## src/rtl/wr_term_resp.sv

```systemverilog
module wr_term_resp #(
  parameter int SHORT_LOG2 = 24,
  parameter int LONG_LOG2  = 32
) (
  input  logic       clk,
  input  logic       rst_n,
  input  logic       term_valid,
  input  logic       is_posted,
  input  logic [2:0] term_code,
  input  logic       multi_phase,
  input  logic       new_dw,
  input  logic       serr_en,
  input  logic       nd_dis,
  input  logic       long_limit,
  output logic       resp_valid,
  output logic [2:0] resp_code,
  output logic       reissue,
  output logic       discard,
  output logic       rcv_ta_set,
  output logic       sig_ta_set,
  output logic       rcv_ma_set,
  output logic       serr
);
  localparam int CW = LONG_LOG2 + 1;

  logic [CW-1:0] cnt, cnt_base, cnt_inc, limit;
  logic dly, pst, hit;

  assign cnt_base = new_dw ? '0 : cnt;
  assign cnt_inc  = cnt_base + CW'(1);
  assign limit    = long_limit ? (CW'(1) << LONG_LOG2) : (CW'(1) << SHORT_LOG2);
  assign dly      = term_valid && !is_posted;
  assign pst      = term_valid && is_posted;
  assign hit      = dly && term_code == 3'd1 && cnt_inc == limit;

  always_ff @(posedge clk) begin
    if (!rst_n) begin
      cnt        <= '0;
      resp_valid <= 1'b0;
      resp_code  <= 3'd0;
      reissue    <= 1'b0;
      discard    <= 1'b0;
      rcv_ta_set <= 1'b0;
      sig_ta_set <= 1'b0;
      rcv_ma_set <= 1'b0;
      serr       <= 1'b0;
    end else begin
      cnt        <= cnt_base;
      resp_valid <= 1'b0;
      resp_code  <= 3'd0;
      reissue    <= 1'b0;
      discard    <= 1'b0;
      rcv_ta_set <= 1'b0;
      sig_ta_set <= 1'b0;
      rcv_ma_set <= 1'b0;
      serr       <= 1'b0;
      if (dly) begin
        case (term_code)
          3'd0, 3'd2: begin
            cnt        <= '0;
            resp_valid <= 1'b1;
            resp_code  <= multi_phase ? 3'd2 : 3'd0;
          end
          3'd1: begin
            if (hit) begin
              cnt     <= '0;
              discard <= 1'b1;
              serr    <= serr_en && !nd_dis;
            end else begin
              cnt        <= cnt_inc;
              resp_valid <= 1'b1;
              resp_code  <= 3'd1;
              reissue    <= 1'b1;
            end
          end
          3'd3: begin
            cnt        <= '0;
            resp_valid <= 1'b1;
            resp_code  <= 3'd3;
            rcv_ma_set <= 1'b1;
          end
          3'd4: begin
            cnt        <= '0;
            resp_valid <= 1'b1;
            resp_code  <= 3'd4;
            rcv_ta_set <= 1'b1;
            sig_ta_set <= 1'b1;
          end
          default: ;
        endcase
      end else if (pst) begin
        case (term_code)
          3'd1, 3'd2: reissue    <= 1'b1;
          3'd3:       rcv_ma_set <= 1'b1;
          3'd4:       rcv_ta_set <= 1'b1;
          default: ;
        endcase
      end
    end
  end
endmodule

```

## config.mk

```make
export PLATFORM = sky130hd
export DESIGN_NAME = wr_term_resp
export DESIGN_NICKNAME = d
export VERILOG_FILES = /design/src/rtl/wr_term_resp.sv
export SDC_FILE = /design/constraint.sdc
export NUM_CORES = 1
export LEC_CHECK = 0
export BUFFER_PORTS_ARGS = -buffer_cell sky130_fd_sc_hd__buf_4
export CAP_MARGIN = 25
export CORE_MARGIN = 1
export CORE_UTILIZATION = 35
export DETAILED_ROUTE_END_ITERATION = 8
export GPL_TIMING_DRIVEN = 1
export PLACE_DENSITY = 0.49
export SLEW_MARGIN = 30
export SYNTH_ARGS = -nofsm -noshare
export SYNTH_HDL_FRONTEND = slang
export SYNTH_SLANG_ARGS = --single-unit
```

## constraint.sdc

```tcl
create_clock -name clk -period 9.82 [get_ports clk]
set_input_delay 0.491 -clock clk [delete_from_list [all_inputs] [get_ports clk]]
set_output_delay 0.491 -clock clk [all_outputs]
set_load 0.05 [all_outputs]
```

# Word-level counts from Yosys, hierarchy flattened
# Index checks and enable logic that the tools add are counted.
[op_classes]
muxes = 21
n_eq_ne = 5
reduce_logical = 14
n_addsub = 1
[op_table]
columns = ["op", "n"]
rows = [
  ["2-to-1 mux 33 bit", 4],
  ["one-hot mux 33 bit (2 select lines)", 1],
  ["adder 33 x 1 -> 33 bit (second input constant)", 1],
  ["== test 33 bit", 1],
  ["2-to-1 mux 1 bit", 13],
  ["one-hot mux 3 bit (4 select lines)", 1],
  ["== test 3 x 2 -> 1 bit (second input constant)", 2],
  ["logical AND 1 bit", 5],
  ["AND reduction 4 bit", 1],
  ["OR reduction 2 bit", 2],
  ["OR reduction 4 bit", 1],
  ["== test 3 x 1 -> 1 bit (second input constant)", 1],
  ["== test 3 bit (second input constant)", 1],
  ["logical NOT 3 bit", 1],
  ["AND reduction 3 bit", 1],
  ["logical NOT 1 bit", 2],
  ["2-to-1 mux 2 bit", 1],
  ["one-hot mux 1 bit (2 select lines)", 1],
  ["AND reduction 2 bit", 1],
]
[word_totals]
inputBits = 12
word_cells = 50
regBits = 43
output_inout_bits = 10

# Longest topological paths before layout
# Gate-level depths: netlist (run 1).
[logic_depth]
word_depth = 7
ltp_mapped = 16
mapped_depth_nobuf = 12

# Least setup slack after synthesis (run 1)
# No wires, ideal clock.
[synth_path]
path_type = "input to register"
startpoint = "in new_dw"
endpoint = "reg cnt[21]"
arrival_ns = 3.636
t_required_ns = 9.699
setup_ns = 0.121
setup_slack_ns = 6.063
cell_stages = 16
n_path_buf = 5
cell_sequence = "buf_6 -> clkbuf_1 -> clkbuf_1 -> clkbuf_1 -> buf_1 -> nor2b_1 -> ha_1 -> nand3_1 -> xor2_1 -> o2111ai_1 -> a211oi_1 -> o211ai_1 -> nor4_2 -> a21o_4 -> o21ai_2 -> mux2_4"
[synth_between]
elab_chain_len = 7
[synth_lines]
columns = ["element", "line", "source"]
rows = [
  ["start: declaration", "11", "input logic new_dw,"],
  ["2-to-1 mux 33 bit (*)", "29", "assign cnt_base = new_dw ? '0 : cnt;"],
  ["adder 33 x 1 -> 33 bit", "30", "assign cnt_inc = cnt_base + CW'(1);"],
  ["== test 33 bit", "34", "assign hit = dly && term_code == 3'd1 && cnt_inc == limit;"],
  ["logical AND 1 bit", "34", ""],
  ["2-to-1 mux 33 bit", "65", "if (hit) begin"],
  ["one-hot mux 33 bit (2 select lines)", "58", "case (term_code)"],
  ["2-to-1 mux 33 bit (*)", "57", "if (dly) begin"],
  ["end signal: assignment", "48", "cnt <= cnt_base;"],
  ["end signal: assignment", "70", "cnt <= cnt_inc;"],
  ["end: declaration", "26", "logic [CW-1:0] cnt, cnt_base, cnt_inc, limit;"],
]
# Mark *: on every way between the ends. The rest lies on a longest branch, timed or not.
# A chain may end at the register's enable or synchronous reset.

# Worst setup path in the final report (run 1)
# Ends and elaborated chain as after synthesis.

==> results.sh, run 1 <==
export IMPL_drive_above_1_share_pct=14.85
export IMPL_cts_clk_slew_worst_paths_ns=0.09
export IMPL_slew_headroom_pct=56.09
export IMPL_holdBufCountCts=0
export IMPL_cts_resized=0
export IMPL_ir_drop_mv=0.05840
export IMPL_core_area_um2=8258
export IMPL_worstSetupStartpointType="primary input"
export IMPL_post_cts_buffers=0
export IMPL_initial_core_util_pct=36.24
export IMPL_cp_arrival_ns=3.83
export IMPL_cp_required_ns=10.02
export IMPL_switchingPower_uw=84.24
export IMPL_leakage_nw=1.193
export IMPL_grt_pass1_vias=2583
export IMPL_slowest_stage="nor4_4"
export IMPL_hp_class="in -> reg"
export IMPL_cts_root_buf="clkbuf_8"
export IMPL_fin_hold_ws_ns=0.3342
export IMPL_fin_util_pct=40.11
export IMPL_globalRouteOverflowTotal=0
export IMPL_die_h_um=94.47
export IMPL_synth_edf_count=0
export IMPL_numCtsBuffers=5
export IMPL_cpPeakStageDelay_ns=0.41
export IMPL_insertion_delay_ns=0.31
export IMPL_power_density_nw_per_um2=104.2
export IMPL_diodes=0
export IMPL_r2r_start="cnt[0]"
export IMPL_slew_violations=0
export IMPL_worst_pin_slew_ns=0.6537
export IMPL_max_cap_violations=0
export IMPL_final_cell_mix="nand2_1, dfxtp_1, nor2_1"
export IMPL_cts_tree="built"
export IMPL_max_freq_ghz=0.2753
export IMPL_drc=0
export IMPL_fp_dieW_um=94.47
export IMPL_ys_types=67
export IMPL_worstPathCellList="buf_4, nand2b_4, inv_1, ha_1, nand2_1, nor4_4, nand3_1, a211oi_1, o211ai_1, nor4_2, a21o_4, nor3_2, mux2_4"
export IMPL_seqPwrFrac_pct=50.7
export IMPL_dpl_hpwl_mm=6.367
export IMPL_rr_worst_depth=12
export IMPL_finalCritPeriodShare_pct=36.99
export IMPL_netSwitchingFraction_pct=24.41
export IMPL_clockBufferDepth=2
export IMPL_holdPathEnd="serr"
export IMPL_drt_pass1_iterations=4
export IMPL_seq_area_frac_synth_pct=28.76
export IMPL_routedWlPerCell_um=18.08
export IMPL_viasPerCell=5.649
export IMPL_drtIter0Drc=199
export IMPL_synthFlopType="dfxtp_1"
export IMPL_crit_family="simple AND/OR/NAND/NOR gates"
export IMPL_fill_cells=904
export IMPL_yosysWarnings=0
export IMPL_synth_area_um2=2993
export IMPL_min_period_ns=3.632
export IMPL_hold_viol=0
export IMPL_antenna_found_initial=0
export IMPL_clock_sinks=43
export IMPL_io_buffer_count=21
export IMPL_crit_type="in -> reg"
export IMPL_min_path_cells=2
export IMPL_status="finished, final reports clean"
export IMPL_ys_async_sr_fraction_pct=0
export IMPL_dr_total_vias=2723
export IMPL_rsz0062_at_grt="false"
export IMPL_boundaryPins=22
export IMPL_setup_viol_count_final=0
export IMPL_area_delta_synth_final_pct=10.66
export IMPL_ys_seq_elements=43
export IMPL_yosys_area_top_type="dfxtp_1"
export IMPL_syn_avg_cell_area_um2=8.155
export IMPL_synth_nets=381
export IMPL_fin_worst_skew_ns=0.009134
export IMPL_grt_pass1_wl_mm=14.03
export IMPL_postSynthCellCount=367
export IMPL_h_tree_depth=2
export IMPL_path_max_fanout=47
export IMPL_internal_power_uw=260.9
export IMPL_grt_max_degree=48
export IMPL_synth_top_cell_area_share_pct=28.76
export IMPL_gp_congestion=0.8233
export IMPL_setup_tns_ns=0
export IMPL_synthTopCellsByArea="dfxtp_1, xnor2_1, nand2_1"
export IMPL_clock_power_share_pct=41.9
export IMPL_r2r_end="cnt[21]"
export IMPL_cp_num_buf_inv=2
export IMPL_wl_mm=8.716
export IMPL_grt_usage_pct=20.70
export IMPL_postRouteAntennaNets=0
export IMPL_hold_start="nd_dis"
export IMPL_dieArea_um2=8925
export IMPL_nets=390
export IMPL_reg2reg_slack_ns=6.42
export IMPL_rows=33
export IMPL_setup_worst_path_end_class="register"
export IMPL_pwr_share_comb_pct=7.4
[how the worst max path moves through the flow]
stage | startpoint | end | cells past startpoint | slack, ns
2_1_floorplan | new_dw | cnt[21] | 16 | 6.06
3_3_place_gp | new_dw | cnt[21] | 13 | 5.95
3_5_place_dp | new_dw | cnt[21] | 13 | 5.88
4_1_cts | new_dw | cnt[21] | 13 | 6.19
5_1_grt | new_dw | cnt[21] | 13 | 5.93
6_report | new_dw | cnt[21] | 13 | 6.19
[metrics by stage]
step	setup WS, ns	instances	total power, mW	instance area [um^2]
4_1_cts	6.191	482	0.3502	3312
5_1_grt	5.934	482	0.3595	3312
6_report	6.188	482	0.3451	3312
3_5_place_dp	5.876	474	0.2050	3196
2_1_floorplan	6.063	367	0.1949	2993
3_3_place_gp	5.953	474	0.2050	3196
[worst reg2reg max path: cells and delay by family (launching register included)]
kind                       cells  cell delay (ns)
AOI/OAI and AO/OA              3             0.79
adders and majority gates      1             0.34
buffers and inverters          1             0.19
DFF                            1             0.38
muxes                          1             0.27
and+or+nand+nor                6             1.32
[per-layer routing]
metal / global-route usage, % / vias to the layer above / share of wire, %
li1: - / 1384 / -
met3: 3.221 / 9 / 4.0
met2: 34.24 / 50 / 48
met1: 27.83 / 1280 / 46
met4: 5.682 / 0 / 1.3
met5: 0 / - / 0
[power by group through the flow]
stage	combinational, mW	sequential, mW	clock, mW
after floorplan	0.0135	0.181	0
after global placement	0.0258	0.179	0
after detailed placement	0.0258	0.179	0
after CTS	0.0258	0.175	0.149
after global routing	0.0279	0.175	0.156
final	0.0256	0.175	0.144
[flip-flops by register name (all words and copies together) (netlist names)]
signal and count:
rcv_ta_set 1, discard 1, resp_valid 1, cnt 33
sig_ta_set 1, reissue 1, rcv_ma_set 1, resp_code 3
serr 1
[synthesized netlist by cell type, types with 3 or more instances]
master and instances:
a21oi_1 5, a22o_1 6, a31o_2 3, a31oi_1 3, a41o_1 4, and2_1 6
and3_1 6, and4b_1 6, buf_2 5, clkbuf_1 10, dfxtp_1 43, inv_1 5
nand2_1 43, nand2b_1 6, nand3_1 8, nand4_1 14, nor2_1 39, nor2b_1 13
nor3_1 10, nor4_1 8, nor4_2 3, nor4b_2 3, o21a_1 3, o21ai_0 13
o22ai_1 10, o2bb2ai_1 3, o31ai_1 8, or3_1 3, xnor2_1 19, xor2_1 10
[cells by family after synthesis]
kind of cell             Yosys count  share of synthesized area [%]
AND/OR/NAND/NOR                  190                          38.80
AO/OA/AOI/OAI                     75                          18.19
flip-flops                        43                          28.76
XOR/XNOR                          29                          8.487
buffers and inverters             25                          3.763
multiplexers                       3                          1.170
adder cells (fa/ha/maj)            2                         0.8360
[final cells by class]
| type | instances | area, um^2 | area share [%] |
|---|---|---|---|
| Clock inverter | 3 | 47.55 | 1.436 |
| Tap cell | 105 | 131.4 | 3.967 |
| Sequential cell | 43 | 860.8 | 25.99 |
| Multi-Input combinational cell | 299 | 2019 | 60.97 |
| Clock buffer | 5 | 68.82 | 2.078 |
| Inverter | 5 | 18.77 | 0.5667 |
| Timing Repair Buffer | 22 | 165.2 | 4.987 |
Power figures use the tool's default switching activity.
==> run 2, diff against run 1 <==
==> constraint.sdc (replaced) <==
create_clock -name clk -period 3.5 [get_ports clk]
set_input_delay 0.175 -clock clk [delete_from_list [all_inputs] [get_ports clk]]
set_output_delay 0.175 -clock clk [all_outputs]
set_load 0.05 [all_outputs]
==> run 2 against run 1 <==
Clock power increased to 3.0 times the previous value. First-iteration DRC count increased by 16%. Final cell count increased by 3.7%. Worst setup slack got worse by 6.0 ns. Register-to-register slack got worse by 6.2 ns. Sequential cell count unchanged. Critical endpoint is now cnt[9]. Largest cell class unchanged. Largest power group unchanged.
==> results.sh, run 2 (synthesis gave the netlist of run 1 again) <==
export IMPL_status="finished, final reports clean"
export IMPL_fin_worst_skew_ns=0.006418
export IMPL_clock_sinks=43
export IMPL_final_cell_mix="nand2_1, dfxtp_1, nor2_1, buf_4, xnor2_1"
export IMPL_drc=0
export IMPL_slew_violations=0
export IMPL_boundaryPins=22
export IMPL_slew_headroom_pct=48.19
export IMPL_grt_pass1_vias=2725
export IMPL_fill_cells=847
export IMPL_cts_root_buf="clkbuf_8"
export IMPL_die_h_um=94.47
export IMPL_routedWlPerCell_um=18.85
export IMPL_dr_total_vias=2860
export IMPL_numCtsBuffers=5
export IMPL_fp_dieW_um=94.47
export IMPL_hp_class="in -> reg"
export IMPL_min_period_ns=3.304
export IMPL_drt_pass1_iterations=5
export IMPL_largest_reg_flops=33
export IMPL_max_flop_register="cnt"
export IMPL_grt_pass1_wl_mm=15.04
export IMPL_grt_max_degree=37
export IMPL_wl_mm=9.424
export IMPL_cp_required_ns=3.74
export IMPL_stdcell_count=500
export IMPL_antenna_found_initial=0
export IMPL_worstSetupStartpointType="register"
export IMPL_core_area_um2=8258
export IMPL_holdBufCountCts=0
export IMPL_diodes=0
export IMPL_clockBufferDepth=2
export IMPL_dp_cells=491
export IMPL_gp_congestion=0.8226
export IMPL_cts_clk_slew_worst_paths_ns=0.09
export IMPL_power_density_nw_per_um2=288.5
export IMPL_initial_core_util_pct=36.24
export IMPL_cts_tree="built"
export IMPL_worst_pin_slew_ns=0.7772
export IMPL_setup_tns_ns=0
export IMPL_dpl_hpwl_mm=6.913
export IMPL_nets=408
export IMPL_setup_viol_count_final=0
export IMPL_io_buffer_count=21
export IMPL_cts_resized=0
export IMPL_fin_total_pwr_uw=998.6
export IMPL_cp_arrival_ns=3.54
export IMPL_setup_worst_path_end_class="register"
export IMPL_rsz0062_at_grt="true"
export IMPL_drive_above_1_share_pct=18.73
export IMPL_globalRouteOverflowTotal=0
export IMPL_postLayoutCellArea_um2=3461
export IMPL_largest_registers="cnt: 33 flops, resp_code: 3 flops"
export IMPL_finalCritPeriodShare_pct=94.40
export IMPL_crit_type="reg -> reg"
export IMPL_max_cap_violations=0
export IMPL_insertion_delay_ns=0.30
export IMPL_max_freq_ghz=0.3027
export IMPL_leakage_nw=1.291
export IMPL_rows=33
export IMPL_area_delta_synth_final_pct=15.64
export IMPL_placed_area_um2=3336
export IMPL_path_max_fanout=7
export IMPL_drtIter0Drc=231
export IMPL_hold_viol=0
export IMPL_viasPerCell=5.720
export IMPL_dieArea_um2=8925
export IMPL_grt_usage_pct=22.48
export IMPL_postRouteAntennaNets=0
export IMPL_h_tree_depth=2
export IMPL_ir_drop_mv=0.1773
-- run 2: metal layers --
| layer | up-vias | global-route usage [%] | share of wire [%] |
|---|---|---|---|
| met5 | - | 0 | 0 |
| met2 | 79 | 32.67 | 43 |
| met4 | 0 | 5.556 | 1.6 |
| met3 | 12 | 5.153 | 5.7 |
| li1 | 1417 | - | - |
| met1 | 1352 | 33.11 | 50 |
-- run 2: per-stage QoR --
step	hold slack [ns]	worst slack [ns]	util (%)
2_1_floorplan	0.2464	0.05879	-
3_3_place_gp	0.3452	0.1928	40.39
3_5_place_dp	0.3478	0.1354	40.39
4_1_cts	0.02137	0.1994	41.82
5_1_grt	0.01461	-0.008351	41.91
6_report	0.02444	0.1960	41.91
-- run 2: final cells by class --
cell class | count | area [um^2] | share of cell area, %
clock buffer | 6 | 82.58 | 2.386
clock inverter | 2 | 35.03 | 1.012
inverter | 5 | 18.77 | 0.5423
multi-input combinational | 299 | 2019 | 58.35
sequential | 43 | 860.8 | 24.87
tap | 105 | 131.4 | 3.796
timing repair buffer | 40 | 312.8 | 9.038
-- run 2: worst max-delay path, stage by stage (launching register included) --
cell and delay, ns:
dfxtp_1 0.39, nand2b_4 0.09, inv_1 0.18, ha_1 0.34
nand2_1 0.19, nor4_4 0.41, buf_4 0.20, nand4_1 0.11
a41o_1 0.23, nand2_1 0.10, nor4_4 0.06, a21oi_1 0.63
o21ai_0 0.19, o21ai_0 0.11
-- run 2: path summary, 6_finish.rpt --
| kind | start | endpoint | slack, ns | depth (start not counted) |
|---|---|---|---|---|
| worst max register to register | cnt[0] | cnt[9] | 0.20 | 13 |
| worst min register to register | cnt[31] | cnt[31] | 0.52 | 2 |
| worst max-delay path | cnt[0] | cnt[9] | 0.20 | 13 |
| worst min-delay path | nd_dis | serr | 0.02 | 2 |
-- run 2: timing repair --
item,CTS,global route
setup endpoints to repair,0,10
buffers inserted,0,1
endpoints found under the hold margin,0,0
-- run 2: power by group --
group / leakage, nW / internal [mW] / total (mW) / switching (mW)
Combinational: 0.884 / 0.0281 / 0.0777 / 0.0496
Clock: 0.0612 / 0.232 / 0.430 / 0.198
Sequential: 0.347 / 0.491 / 0.491 / 0.000662
Total: 1.29 / 0.750 / 0.999 / 0.248
==> run 3, diff against run 2 <==
--- a/config.mk
+++ b/config.mk
@@ -7,6 +7,7 @@
 export LEC_CHECK = 0
 export BUFFER_PORTS_ARGS = -buffer_cell sky130_fd_sc_hd__buf_4
 export CAP_MARGIN = 25
+export CORE_ASPECT_RATIO = 0.8
 export CORE_MARGIN = 1
 export CORE_UTILIZATION = 35
 export DETAILED_ROUTE_END_ITERATION = 8
==> run 3 against run 2 <==
Sequential power about the same. Critical endpoint is now cnt[21]. Critical path depth is 2 lower. First-iteration DRC count is 6.9% lower. Final area shrank 1.8%. Worst setup slack better by 0.12 ns. Highest routed layer unchanged. Register-to-register slack gained 0.12 ns. Global-route usage is 0.088 points lower. Core utilization rose by 0.10 points.
==> results.sh, run 3 (synthesis gave the netlist of run 1 again) <==
export IMPL_cts_root_buf="clkbuf_8"
export IMPL_cts_clk_slew_worst_paths_ns=0.09
export IMPL_switchingPower_uw=225.2
export IMPL_ir_drop_mv=0.1366
export IMPL_grt_usage_pct=22.39
export IMPL_rows=29
export IMPL_viasPerCell=5.867
export IMPL_use_met3_pct=3.727
export IMPL_worstPathCellList="nor2b_1, ha_2, nand2_1, nor4_4, nand3_1, a211oi_1, o211ai_1, nor4_4, a21o_4, nor3_2, mux2_4"
export IMPL_h_tree_depth=2
export IMPL_setup_viol_count_final=0
export IMPL_globalRouteOverflowTotal=0
export IMPL_seqPwrFrac_pct=56.0
export IMPL_fin_worst_skew_ns=0.01161
export IMPL_area_delta_synth_final_pct=13.59
export IMPL_fin_hold_ws_ns=0.02607
export IMPL_die_h_um=84.71
export IMPL_gp_congestion=0.8352
export IMPL_use_met2_pct=32.36
export IMPL_stdcell_count=498
export IMPL_hp_class="in -> reg"
export IMPL_hold_viol=0
export IMPL_setup_tns_ns=0
export IMPL_max_cap_violations=0
export IMPL_cpPeakStageDelay_ns=0.39
export IMPL_dpl_hpwl_mm=7.159
export IMPL_worst_pin_slew_ns=0.6829
export IMPL_io_buffer_count=21
export IMPL_setup_slack_ns=0.3138
export IMPL_clock_power_share_pct=35.1
export IMPL_insertion_delay_ns=0.31
export IMPL_slowest_stage="dfxtp_1"
export IMPL_dr_total_vias=2922
export IMPL_internal_power_uw=651.9
export IMPL_clock_sinks=43
export IMPL_diodes=0
export IMPL_fp_dieW_um=105.4
export IMPL_grt_pass1_vias=2743
export IMPL_crit_type="reg -> reg"
export IMPL_finalCritPeriodShare_pct=91.03
export IMPL_slew_headroom_pct=54.36
export IMPL_cp_arrival_ns=3.39
export IMPL_nets=405
export IMPL_grt_max_degree=17
export IMPL_largest_reg_flops=33
export IMPL_pwr_share_comb_pct=8.9
export IMPL_power_density_nw_per_um2=258.0
export IMPL_holdBufCountCts=0
export IMPL_drtIter0Drc=215
export IMPL_final_cell_mix="nand2_1, dfxtp_1, nor2_1"
export IMPL_initial_core_util_pct=36.99
export IMPL_worst_path_most_repeated_cell="nor4_4"
export IMPL_drive_above_1_share_pct=17.95
export IMPL_cp_num_buf_inv=0
export IMPL_worstSetupStartpointType="register"
export IMPL_grt_busiest_layer="met1"
export IMPL_drt_pass1_iterations=5
export IMPL_largest_registers="cnt: 33 flops, resp_code: 3 flops"
export IMPL_boundaryPins=22
export IMPL_status="finished, final reports clean"
export IMPL_fin_util_pct=42.01
export IMPL_cp_required_ns=3.71
export IMPL_numCtsBuffers=5
export IMPL_grt_util_met1_pct=33.33
export IMPL_grt_pass1_wl_mm=15.21
export IMPL_rsz0062_at_grt="false"
export IMPL_leakage_nw=1.247
export IMPL_antenna_found_initial=0
export IMPL_path_max_fanout=16
export IMPL_dp_slack_ns=0.1367
export IMPL_min_period_ns=3.186
export IMPL_max_freq_ghz=0.3139
export IMPL_dieArea_um2=8927
export IMPL_setup_worst_path_end_class="register"
export IMPL_max_flop_register="cnt"
export IMPL_slew_violations=0
export IMPL_drc=0
export IMPL_netSwitchingFraction_pct=25.67
export IMPL_dp_cells=489
export IMPL_wl_mm=9.486
export IMPL_core_area_um2=8092
export IMPL_cts_tree="built"
export IMPL_crit_family="simple AND/OR/NAND/NOR gates"
export IMPL_clockBufferDepth=2
export IMPL_postRouteAntennaNets=0
export IMPL_routedWlPerCell_um=19.05
==> run 3: cell type report <==
class                           instances  area, um^2
Timing Repair Buffer                   37       277.8
Tap cell                              108       135.1
Inverter                                5       18.77
Clock buffer                            6       72.57
Sequential cell                        43       860.8
Multi-Input combinational cell        299        2034
Fill cell                             846        4692
==> run 3: through the flow <==
| stage | power, mW | instance area (um^2) |
|---|---|---|
| after floorplan | 0.5469 | 2993 |
| after global placement | 0.5808 | 3289 |
| after detailed placement | 0.5802 | 3289 |
| after CTS | 0.8852 | 3362 |
| after global routing | 0.9104 | 3400 |
| final | 0.8771 | 3400 |
==> run 3: power groups by stage <==
stage / Sequential [mW] / Clock (mW) / Combinational [mW]
after floorplan: 0.509 / 0 / 0.0380
after global routing: 0.491 / 0.335 / 0.0838
after global placement: 0.503 / 0 / 0.0780
after CTS: 0.491 / 0.316 / 0.0778
final: 0.491 / 0.307 / 0.0785
after detailed placement: 0.503 / 0 / 0.0775
==> run 3: layer usage <==
metal	vias to the layer above	part of all wire, %
met5	-	0
met4	0	1.7
met3	14	7.0
met2	101	42
met1	1401	49
li1	1406	-
==> run 3: path summary, 6_finish.rpt <==
| kind | from | end | slack [ns] | depth (start not counted) |
|---|---|---|---|---|
| worst max-delay path | cnt[1] | cnt[21] | 0.31 | 11 |
| worst min-delay path | nd_dis | serr | 0.03 | 2 |
| worst max register to register | cnt[1] | cnt[21] | 0.31 | 11 |
| worst min register to register | cnt[31] | cnt[31] | 0.49 | 2 |
==> run 3: timing repair <==
action                                 in CTS  in global routing
setup buffers                               0                  3
endpoints found under the hold margin       0                  0
setup endpoints to repair                   0                  9
resized for setup                           0                  3
